--- src/rtl/sff_pkg.sv ---
package sff_pkg;
  localparam int BYTE_W = 8;

  typedef enum logic [1:0] {
    ST_IDLE,
    ST_LEAD,
    ST_HIGH,
    ST_LOW
  } sff_state_e;
endpackage

--- src/rtl/sff_fifo.sv ---
module sff_fifo #(
  parameter int W     = 8,
  parameter int DEPTH = 16
) (
  input  logic                     clk,
  input  logic                     rst_n,
  input  logic                     push,
  input  logic [W-1:0]             wdata,
  input  logic                     pop,
  input  logic                     peek_sel,
  output logic [W-1:0]             rdata,
  output logic [$clog2(DEPTH):0]   count,
  output logic                     full,
  output logic                     empty
);
  localparam int AW = $clog2(DEPTH);

  logic [W-1:0]  mem [DEPTH];
  logic [AW-1:0] wr_ptr, rd_ptr;
  logic          push_ok, pop_ok;

  assign full    = (count == (AW+1)'(DEPTH));
  assign empty   = (count == '0);
  assign push_ok = push && !full;
  assign pop_ok  = pop && !empty;
  // peek_sel=1 exposes the entry behind the head (prefetch for the next byte)
  assign rdata   = mem[rd_ptr + AW'(peek_sel)];

  always_ff @(posedge clk) begin
    if (push_ok) mem[wr_ptr] <= wdata;
  end

  always_ff @(posedge clk or negedge rst_n) begin
    if (!rst_n) begin
      wr_ptr <= '0;
      rd_ptr <= '0;
      count  <= '0;
    end else begin
      if (push_ok) wr_ptr <= wr_ptr + AW'(1);
      if (pop_ok)  rd_ptr <= rd_ptr + AW'(1);
      case ({push_ok, pop_ok})
        2'b10:   count <= count + 1'b1;
        2'b01:   count <= count - 1'b1;
        default: count <= count;
      endcase
    end
  end
endmodule

--- src/rtl/sff_baud.sv ---
module sff_baud #(
  parameter int DIV = 4
) (
  input  logic clk,
  input  logic rst_n,
  input  logic en,
  output logic tick
);
  localparam int HALF = DIV / 2;
  localparam int CW   = (HALF > 1) ? $clog2(HALF) : 1;

  logic [CW-1:0] cnt;

  assign tick = en && (cnt == CW'(HALF - 1));

  always_ff @(posedge clk or negedge rst_n) begin
    if (!rst_n)             cnt <= '0;
    else if (!en || tick)   cnt <= '0;
    else                    cnt <= cnt + 1'b1;
  end
endmodule

--- src/rtl/sff_engine.sv ---
module sff_engine
  import sff_pkg::*;
#(
  parameter int DEPTH = 16,
  parameter int DIV   = 4,
  parameter int CW    = 5
) (
  input  logic              clk,
  input  logic              rst_n,
  input  logic              inhibit,
  input  logic [BYTE_W-1:0] tx_byte,
  input  logic [CW-1:0]     tx_cnt,
  input  logic [CW-1:0]     rx_cnt,
  input  logic              miso,
  output logic              tx_peek,
  output logic              tx_pop,
  output logic              rx_push,
  output logic [BYTE_W-1:0] rx_byte,
  output logic              sclk,
  output logic              mosi,
  output logic              ss_n
);
  sff_state_e        state;
  logic [BYTE_W-1:0] sreg;
  logic [2:0]        bitcnt;
  logic              rbit, sclk_q, ss_act, tick, last_bit, start_ok, more;

  sff_baud #(.DIV(DIV)) u_baud (
    .clk  (clk),
    .rst_n(rst_n),
    .en   (state != ST_IDLE),
    .tick (tick)
  );

  assign last_bit = (state == ST_HIGH) && (bitcnt == 3'd7);
  assign tx_peek  = last_bit;
  assign start_ok = !inhibit && (tx_cnt != '0) && (rx_cnt != CW'(DEPTH));
  assign more     = (tx_cnt > CW'(1)) && (rx_cnt < CW'(DEPTH - 1));
  // abort wins over completion: an inhibited final edge retires nothing
  assign tx_pop   = last_bit && tick && !inhibit;
  assign rx_push  = tx_pop;
  assign rx_byte  = {sreg[BYTE_W-2:0], rbit};

  assign sclk = sclk_q;
  assign ss_n = !ss_act;
  assign mosi = ss_act ? sreg[BYTE_W-1] : 1'b0;

  always_ff @(posedge clk or negedge rst_n) begin
    if (!rst_n) begin
      state  <= ST_IDLE;
      sreg   <= '0;
      bitcnt <= '0;
      rbit   <= 1'b0;
      sclk_q <= 1'b0;
      ss_act <= 1'b0;
    end else if (state == ST_IDLE) begin
      if (start_ok) begin
        state  <= ST_LEAD;
        ss_act <= 1'b1;
        sreg   <= tx_byte;
        bitcnt <= '0;
      end
    end else if (inhibit) begin
      state  <= ST_IDLE;
      ss_act <= 1'b0;
      sclk_q <= 1'b0;
    end else if (tick) begin
      case (state)
        ST_HIGH: begin
          sclk_q <= 1'b0;
          if (bitcnt == 3'd7) begin
            if (more) begin
              sreg   <= tx_byte;
              bitcnt <= '0;
              state  <= ST_LOW;
            end else begin
              state  <= ST_IDLE;
              ss_act <= 1'b0;
            end
          end else begin
            sreg   <= rx_byte;
            bitcnt <= bitcnt + 3'd1;
            state  <= ST_LOW;
          end
        end
        default: begin
          sclk_q <= 1'b1;
          rbit   <= miso;
          state  <= ST_HIGH;
        end
      endcase
    end
  end
endmodule

--- src/rtl/spi_fifo_master.sv ---
module spi_fifo_master
  import sff_pkg::*;
#(
  parameter int DEPTH = 16,
  parameter int DIV   = 4
) (
  input  logic                   clk,
  input  logic                   rst_n,
  input  logic                   tx_valid,
  output logic                   tx_ready,
  input  logic [BYTE_W-1:0]      tx_data,
  output logic                   rx_valid,
  input  logic                   rx_ready,
  output logic [BYTE_W-1:0]      rx_data,
  input  logic                   inhibit,
  output logic [$clog2(DEPTH):0] tx_count,
  output logic [$clog2(DEPTH):0] rx_count,
  output logic                   tx_overflow,
  output logic                   sclk,
  output logic                   mosi,
  input  logic                   miso,
  output logic                   ss_n
);
  localparam int CW = $clog2(DEPTH) + 1;

  logic              tx_full, tx_empty, rx_full, rx_empty;
  logic              tx_peek, tx_pop, rx_push;
  logic [BYTE_W-1:0] tx_byte, rx_byte;

  sff_fifo #(.W(BYTE_W), .DEPTH(DEPTH)) u_txq (
    .clk(clk), .rst_n(rst_n),
    .push(tx_valid), .wdata(tx_data),
    .pop(tx_pop), .peek_sel(tx_peek),
    .rdata(tx_byte), .count(tx_count),
    .full(tx_full), .empty(tx_empty)
  );

  sff_fifo #(.W(BYTE_W), .DEPTH(DEPTH)) u_rxq (
    .clk(clk), .rst_n(rst_n),
    .push(rx_push), .wdata(rx_byte),
    .pop(rx_ready), .peek_sel(1'b0),
    .rdata(rx_data), .count(rx_count),
    .full(rx_full), .empty(rx_empty)
  );

  sff_engine #(.DEPTH(DEPTH), .DIV(DIV), .CW(CW)) u_eng (
    .clk(clk), .rst_n(rst_n), .inhibit(inhibit),
    .tx_byte(tx_byte), .tx_cnt(tx_count), .rx_cnt(rx_count),
    .miso(miso), .tx_peek(tx_peek), .tx_pop(tx_pop),
    .rx_push(rx_push), .rx_byte(rx_byte),
    .sclk(sclk), .mosi(mosi), .ss_n(ss_n)
  );

  assign tx_ready = !tx_full;
  assign rx_valid = !rx_empty;

  always_ff @(posedge clk or negedge rst_n) begin
    if (!rst_n)                    tx_overflow <= 1'b0;
    else if (tx_valid && tx_full)  tx_overflow <= 1'b1;
  end

  // unused-by-design flags kept observable for the checker via counts
  logic unused_ok;
  assign unused_ok = tx_empty ^ rx_full;
endmodule

--- config.mk ---
export PLATFORM = sky130hd
export DESIGN_NAME = spi_fifo_master
export DESIGN_NICKNAME = d
export VERILOG_FILES = /design/src/rtl/sff_pkg.sv /design/src/rtl/sff_fifo.sv /design/src/rtl/sff_baud.sv /design/src/rtl/sff_engine.sv /design/src/rtl/spi_fifo_master.sv
export SDC_FILE = /design/constraint.sdc
export NUM_CORES = 1
export LEC_CHECK = 0
export CORE_MARGIN = 2
export CORE_UTILIZATION = 55
export CTS_CLUSTER_SIZE = 10
export DETAILED_ROUTE_END_ITERATION = 6
export PLACE_DENSITY_LB_ADDON = 0.05
export REMOVE_ABC_BUFFERS = 1
export SYNTH_ARGS = -nofsm -noshare
export SYNTH_HDL_FRONTEND = slang
export SYNTH_SLANG_ARGS = --single-unit
--- constraint.sdc ---
create_clock -name clk -period 2.9 [get_ports clk]
set_input_delay 0.58 -clock clk [delete_from_list [all_inputs] [get_ports clk]]
set_output_delay 0.58 -clock clk [all_outputs]
set_load 0.005 [all_outputs]
### After elaboration in Yosys (flattened, before gate mapping)

Memories as Yosys holds them, arrays and structs flattened.
Index checks and enable logic that the tools add are counted.
Widths: inputs -> output; s select.

* add/subtract/negate cells: 11
* reductions and logical operators: 38
* magnitude comparators: 2
* equal/unequal tests: 13
* bitwise operators: 3
* divide/modulo/power cells: 0
* multiply operators: 0
* mux-type cells: 39
* shifts and indexed selects: 0

Operators by type and width (count)
* $mux 8: 7
* $mux 3: 7
* $pmux 5 s2: 2
* $add 4x1->4 const B: 4
* $mux 1: 16
* $mux 2: 7
* $logic_and 1x1->1: 12
* $reduce_bool 2->1: 6
* $add 5x1->5 const B: 2
* $eq 5x5->1 const B: 2
* $logic_not 5->1: 2
* $reduce_and 5->1: 2
* $sub 5x1->5 const B: 2
* $reduce_bool 3->1: 3
* $logic_not 1->1: 7
* $eq 2x2->1 const B: 3
* $gt 5x1->1 const B: 1
* $lt 5x4->1 const B: 1
* $ne 5x5->1 const B: 1
* $reduce_bool 5->1: 1
* $add 4x1->4: 1
* $eq 2x1->1 const B: 2
* $ne 2x1->1 const B: 2
* $reduce_and 2->1: 2
* other kinds (9): 11

* bits in writable memories: 256
* input port bits: 14
* bits in read-only memories: 0
* bits in latches: 0
* output and inout bits: 24
* bits in registers: 44
* logic and storage cells: 122
* memories: 2

Memory list
* u_rxq.mem: words 16, bits a word 8, read ports 1, clocked after memory_dff 0, write ports 1, RTL line sff_fifo.sv:18 `logic [W-1:0] mem [DEPTH];`
* u_txq.mem: words 16, bits a word 8, read ports 1, clocked after memory_dff 0, write ports 1, RTL line sff_fifo.sv:18

### Longest topological paths before layout

An unclocked memory read counts as a cell.

* depth after elaboration: 10
* depth in mapped cells: 14
* mapped depth without buffers: 14

### By module

A second synthesis with hierarchy kept.

* cells, all modules: 689
* area, all modules: 12620.9 sq um

By module, submodules not included
* sff_fifo at u_rxq: instances 1, cells an instance 294, area each 5821.8 sq um, seq. area each 4169.0 sq um
* sff_fifo at u_txq: instances 1, cells an instance 294, area each 5763.0 sq um, seq. area each 4169.0 sq um
* sff_engine: instances 1, cells an instance 93, area each 950.9 sq um, seq. area each 400.4 sq um
* spi_fifo_master: instances 1, cells an instance 5, area each 43.8 sq um, seq. area each 25.0 sq um
* sff_baud: instances 1, cells an instance 3, area each 41.3 sq um, seq. area each 25.0 sq um

### Least setup slack after synthesis

OpenSTA, ideal clock, no wires.

* path kind: register to register
* start: register u_eng.bitcnt[0]
* end: register u_eng.sreg[5]
* required time: 2.771 ns
* path slack: 0.069 ns
* arrival time: 2.702 ns
* library setup time: 0.129 ns
* buffers on the path: 1
* cell stages (with the launch flop): 11
* clock period less this slack: 2.831 ns
* cell sequence: dfrtp_1 ha_1 ha_1 and3b_1 ha_1 ha_1 buf_1 mux4_2 mux2_2 o211ai_1 a31oi_1

* longest elaborated chain between the ends: 10
* elaborated cells on any way between the ends: 13
* those cells by class: 1 x add/sub; 2 x eq/ne; 7 x mux; 2 x reduce/logical; 1 x memory

Ends and longest elaborated chain
* from (decl): RTL line sff_engine.sv:25 `logic [2:0] bitcnt;`
* from (signal assigned): RTL line sff_engine.sv:82 `bitcnt <= bitcnt + 3'd1;`
* $eq 3x3->1 *: RTL line sff_engine.sv:35, sff_engine.sv:71
* $logic_and 1x1->1: RTL line sff_engine.sv:35 `assign last_bit = (state == ST_HIGH) && (bitcnt == 3'd7);`
* $add 4x1->4: RTL line sff_fifo.sv:27 `assign rdata = mem[rd_ptr + AW'(peek_sel)];`
* $mem_v2 16x8
* $mux 8: RTL line sff_engine.sv:72 `if (more) begin`
* $mux 8: RTL line sff_engine.sv:71 `if (bitcnt == 3'd7) begin`
* $mux 8: RTL line sff_engine.sv:68 `case (state)`
* $mux 8: RTL line sff_engine.sv:67 `end else if (tick) begin`
* $mux 8: RTL line sff_engine.sv:63 `end else if (inhibit) begin`
* $mux 8: RTL line sff_engine.sv:56 `end else if (state == ST_IDLE) begin`
* to (signal assigned): RTL line sff_engine.sv:60 `sreg <= tx_byte;`
* to (signal assigned): RTL line sff_engine.sv:73 `sreg <= tx_byte;`
* to (signal assigned): RTL line sff_engine.sv:81 `sreg <= rx_byte;`
* to (decl): RTL line sff_engine.sv:24 `logic [BYTE_W-1:0] sreg;`

Mark *: on every way between the ends. The rest lies on a longest branch, timed or not. The select of a mux whose other input is x is not followed.
A chain may end at the register's enable or synchronous reset.

### Worst setup path after layout

* start: register u_rxq.rd_ptr[0]
* end: output rx_data[1]

* longest elaborated chain between the ends: 1

Ends and longest elaborated chain
* from (decl): RTL line sff_fifo.sv:19 `logic [AW-1:0] wr_ptr, rd_ptr;`
* from (signal assigned): RTL line sff_fifo.sv:40 `if (pop_ok) rd_ptr <= rd_ptr + AW'(1);`
* $mem_v2 16x8
* to (decl): RTL line spi_fifo_master.sv:14 `output logic [BYTE_W-1:0] rx_data,`

No other way between the ends.

==> impl_results.md <==
- CTS Root Cell: clkbuf_16
- Final GP Congestion: 0.783
- Async SR Flop Fraction: 0.147
- Detailed Route WL: 23.8 mm
- Register share of total power: 0.459
- Top delay family on crit path: multiplexers
- Crit-path cells: buf_6 -> buf_12 -> buf_16 -> mux4_2 -> mux4_2 -> buf_2
- #FFs+latches synth: 300
- CTS tree: built
- Internal: 9470 uW
- Place WS: -0.00629 ns
- Remaining Overflow, GRT: 0
- DR vias: 6,173
- Total power: 13,100 uW
- Slack of the critical path: -0.0676 ns
- Max-cap violations: 0
- Number of synthesized flops with an enable pin: 256
- Hold Crit Class: primary input to asynchronous set/reset pin
- Normalized max-slew margin: 0.551
- Outcome: finished, violations left
- DP HPWL: 14.9 mm
- Power share of the clock group: 0.306
- Antenna violations before repair: 0
- Synth cell types: 50
- Max stage delay on crit path: 0.51 ns
- N_diodes: 0
- Clock-pin slew on the worst setup and hold paths: 0.05 ns
- Comb pwr share: 0.235
- Via/cell ratio: 5.82
- Cell leakage power: 0.00509 uW
- Buf+Inv Stages, Crit Path: 4
- Crit path max fanout: 5
- Setup violations, final: 8
- Area of the mapped netlist: 12,400 um^2
- Core footprint: 22,000 um^2
- Core Util, Final: 0.669
- Worst VDD drop: 0.557 mV
- H-tree depth: 2
- P_sw: 3630 uW
- Fin crit share: 1.02
- Clock skew: 0.0170 ns
- Slowest stage cell, crit path: mux4_2
- Clk sinks: 300
- Drt wl/cell: 22.4 um
- Crit start category: register
- CP Class: register to output pin
- Layout cell share with drive strength beyond 1: 0.265
- Post-synthesis sequential area ratio: 0.709
- Final Hold Fails: 0
- Top FF cell, synth: edfxtp_1
- Worst-case clock buffer depth: 3
- Inserted Clock Buffers: 36
- Initial core utilization: 0.564
- Crit path DAT: 2.39 ns
- Pwr dens: 892 nW/um^2
- Ys Warns: 0
- Tot GR Track Use: 0.208
- Post-route ant nets: 0
- Fin. max-slew vios: 0
- Hold WS: 0.100 ns
- PortBufs: 37
- Syn-to-layout area delta: 18.5%
- CP endpoint kind: output pin
- Global-route wire length before repair: 37.2 mm
- Slew @ Worst Pin: 0.674 ns
- Initial DRC Count: 355
- Top-level I/O count: 38
- Peak Freq: 337 MHz
- Chip Height: 154 um
- Pin count of the biggest net entering global routing: 36
- Min cycle time layout: 2.97 ns
- Die area: 23,700 um^2
- Vias in the first global route: 6,556
- CP Data Required Time: 2.32 ns
- Unrepaired setup endpoints after global routing: yes
- Mapped Cells: 653
- Core Rows: 54
- Failing checks: setup timing
- Final nets: 798
- Drt pass-1 iters: 4
- # DRC: 0
- Synthesized area per cell: 19.0 um^2
- Cell mode on critical path: mux4_2
- DIE WIDTH: 154 um
- Net Sw Frac: 0.277
- Clk_lat worst skew: 0.51 ns
==> worst register-to-register path, cell delays in order, from the launching register on <==
cell and delay [ns]:
dfrtp_1 0.40, ha_2 0.20, ha_2 0.18, and3b_2 0.25
ha_4 0.37, clkbuf_16 0.19, mux4_2 0.50, mux2_2 0.27
o211ai_1 0.18, a31oi_1 0.12
==> cell type report <==
cell class | instances | area (um^2)
multi-input cells | 302 | 3380
clock buffers | 57 | 1020
clock inverters | 2 | 25.0
fillers | 1436 | 7280
well taps | 280 | 350
repair buffers | 101 | 1050
flip-flops and latches | 300 | 8790
inverters | 19 | 71.3
==> repair_timing <==
action / in CTS / in global routing
hold buffers: 0 / 0
resized for setup: 38 / 12
endpoints found under the setup margin: 9 / 17
setup buffers: 3 / 3
cloned: 4 / 3
pin swaps: 0 / 3
endpoints found under the hold margin: 0 / 0
==> stage by stage <==
step	std cells	TNS, ns	area, um^2
after global routing	1061	-0.923	14700
after CTS	1055	-0.503	14500
final	1061	-0.325	14700
after detailed placement	989	-0.00629	13400
after global placement	989	0	13400
after floorplan	621	-6.74	12200
==> state kept, by name (all words and copies together), names as in the netlist <==
name	flops
u_rxq.count	5
tx_overflow	1
u_txq.wr_ptr	4
u_eng.u_baud.cnt	1
u_eng.state	2
u_rxq.mem	128
u_txq.mem	128
u_rxq.wr_ptr	4
u_txq.count	5
u_eng.sclk	1
u_eng.rbit	1
u_eng.bitcnt	3
u_eng.sreg	8
u_eng.ss_act	1
u_txq.rd_ptr	4
u_rxq.rd_ptr	4
==> power by group through the flow <==
stage                     clock (uW)  combinational [uW]  sequential (uW)
final                           4000                3080             6020
after global routing            4270                3370             6100
after CTS                       4090                3110             6010
after detailed placement           0                2970             6090
after global placement             0                2890             6030
after floorplan                    0                1630             6060
==> cell usage in the layout (no fill, tap or decap), types with 3 or more instances in the layout <==
| master | Yosys | layout |
|---|---|---|
| nand4_1 | 4 | 4 |
| mux2_2 | 11 | 10 |
| nor2_1 | 28 | 28 |
| mux2i_1 | 11 | 10 |
| clkbuf_1 | 11 | 19 |
| edfxtp_1 | 256 | 256 |
| nor3_1 | 10 | 9 |
| a31oi_1 | 9 | 9 |
| ha_1 | 23 | 18 |
| nand2_1 | 37 | 37 |
| o211ai_1 | 4 | 4 |
| dfrtp_1 | 44 | 43 |
| mux4_1 | 11 | 10 |
| ha_4 | 0 | 3 |
| o21ai_0 | 9 | 9 |
| mux4_2 | 61 | 62 |
| and2_1 | 9 | 9 |
| nand3b_1 | 3 | 3 |
| a21oi_1 | 13 | 13 |
| buf_4 | 2 | 47 |
| clkdlybuf4s50_1 | 0 | 28 |
| clkbuf_16 | 0 | 41 |
| inv_1 | 19 | 19 |
| xnor2_1 | 14 | 14 |
| xor2_1 | 8 | 8 |
| buf_16 | 0 | 4 |
| o211ai_2 | 4 | 4 |
| buf_12 | 2 | 8 |
| buf_2 | 3 | 9 |
| nand3_1 | 4 | 4 |
| nor4_1 | 4 | 4 |
==> final timing paths <==
kind	start	to	slack, ns	cells after the start
setup / recovery	u_rxq.rd_ptr[0]	rx_data[1]	-0.07	6
hold / removal	rst_n	u_txq.wr_ptr[1]	0.10	1
setup reg to reg	u_eng.bitcnt[0]	u_eng.sreg[5]	0.12	9
hold reg to reg	tx_overflow	tx_overflow	0.48	1
max in group asynchronous	rst_n	u_eng.sreg[2]	2.17	2
min in group clk	tx_overflow	tx_overflow	0.48	1
==> synthesized netlist by cell type, types with 3 or more instances <==
library cell | instances | area share
buf_1 | 8 | 0.0024
and2_1 | 9 | 0.0045
o21ai_0 | 9 | 0.0036
buf_6 | 6 | 0.0055
clkbuf_1 | 11 | 0.0033
a31oi_1 | 9 | 0.0045
edfxtp_1 | 256 | 0.62
mux4_2 | 61 | 0.11
dfrtp_1 | 44 | 0.089
nor3_1 | 10 | 0.0040
nand2_1 | 37 | 0.011
ha_1 | 23 | 0.023
nand3b_1 | 3 | 0.0018
o211ai_1 | 4 | 0.0024
a21oi_1 | 13 | 0.0053
mux2i_1 | 11 | 0.0089
xnor2_1 | 14 | 0.0099
nor2_1 | 28 | 0.0085
nor4_1 | 4 | 0.0020
nand4_1 | 4 | 0.0020
buf_2 | 3 | 0.0012
mux4_1 | 11 | 0.023
xor2_1 | 8 | 0.0057
mux2_2 | 11 | 0.010
inv_1 | 19 | 0.0058
nand3_1 | 4 | 0.0016
o211ai_2 | 4 | 0.0040
==> cell families (layout without fill, tap and decap cells) <==
| kind of cell | Yosys count | after routing | share of synthesized area |
|---|---|---|---|
| flops | 300 | 300 | 0.709 |
| compound gates | 51 | 51 | 0.0291 |
| buf+inv | 51 | 179 | 0.0226 |
| simple gates | 109 | 109 | 0.0431 |
| fa+ha+maj | 24 | 24 | 0.0248 |
| xor+xnor | 23 | 23 | 0.0169 |
| mux | 95 | 95 | 0.154 |
==> per-layer routing <==
| metal | GRT usage | vias up | share of wire |
|---|---|---|---|
| li1 | - | 2812 | - |
| met1 | 0.259 | 3179 | 0.40 |
| met2 | 0.372 | 128 | 0.54 |
| met3 | 0.0347 | 54 | 0.034 |
| met4 | 0.0712 | 0 | 0.026 |
| met5 | 0 | - | 0 |
Note: power is estimated with default switching activity, not from simulation.
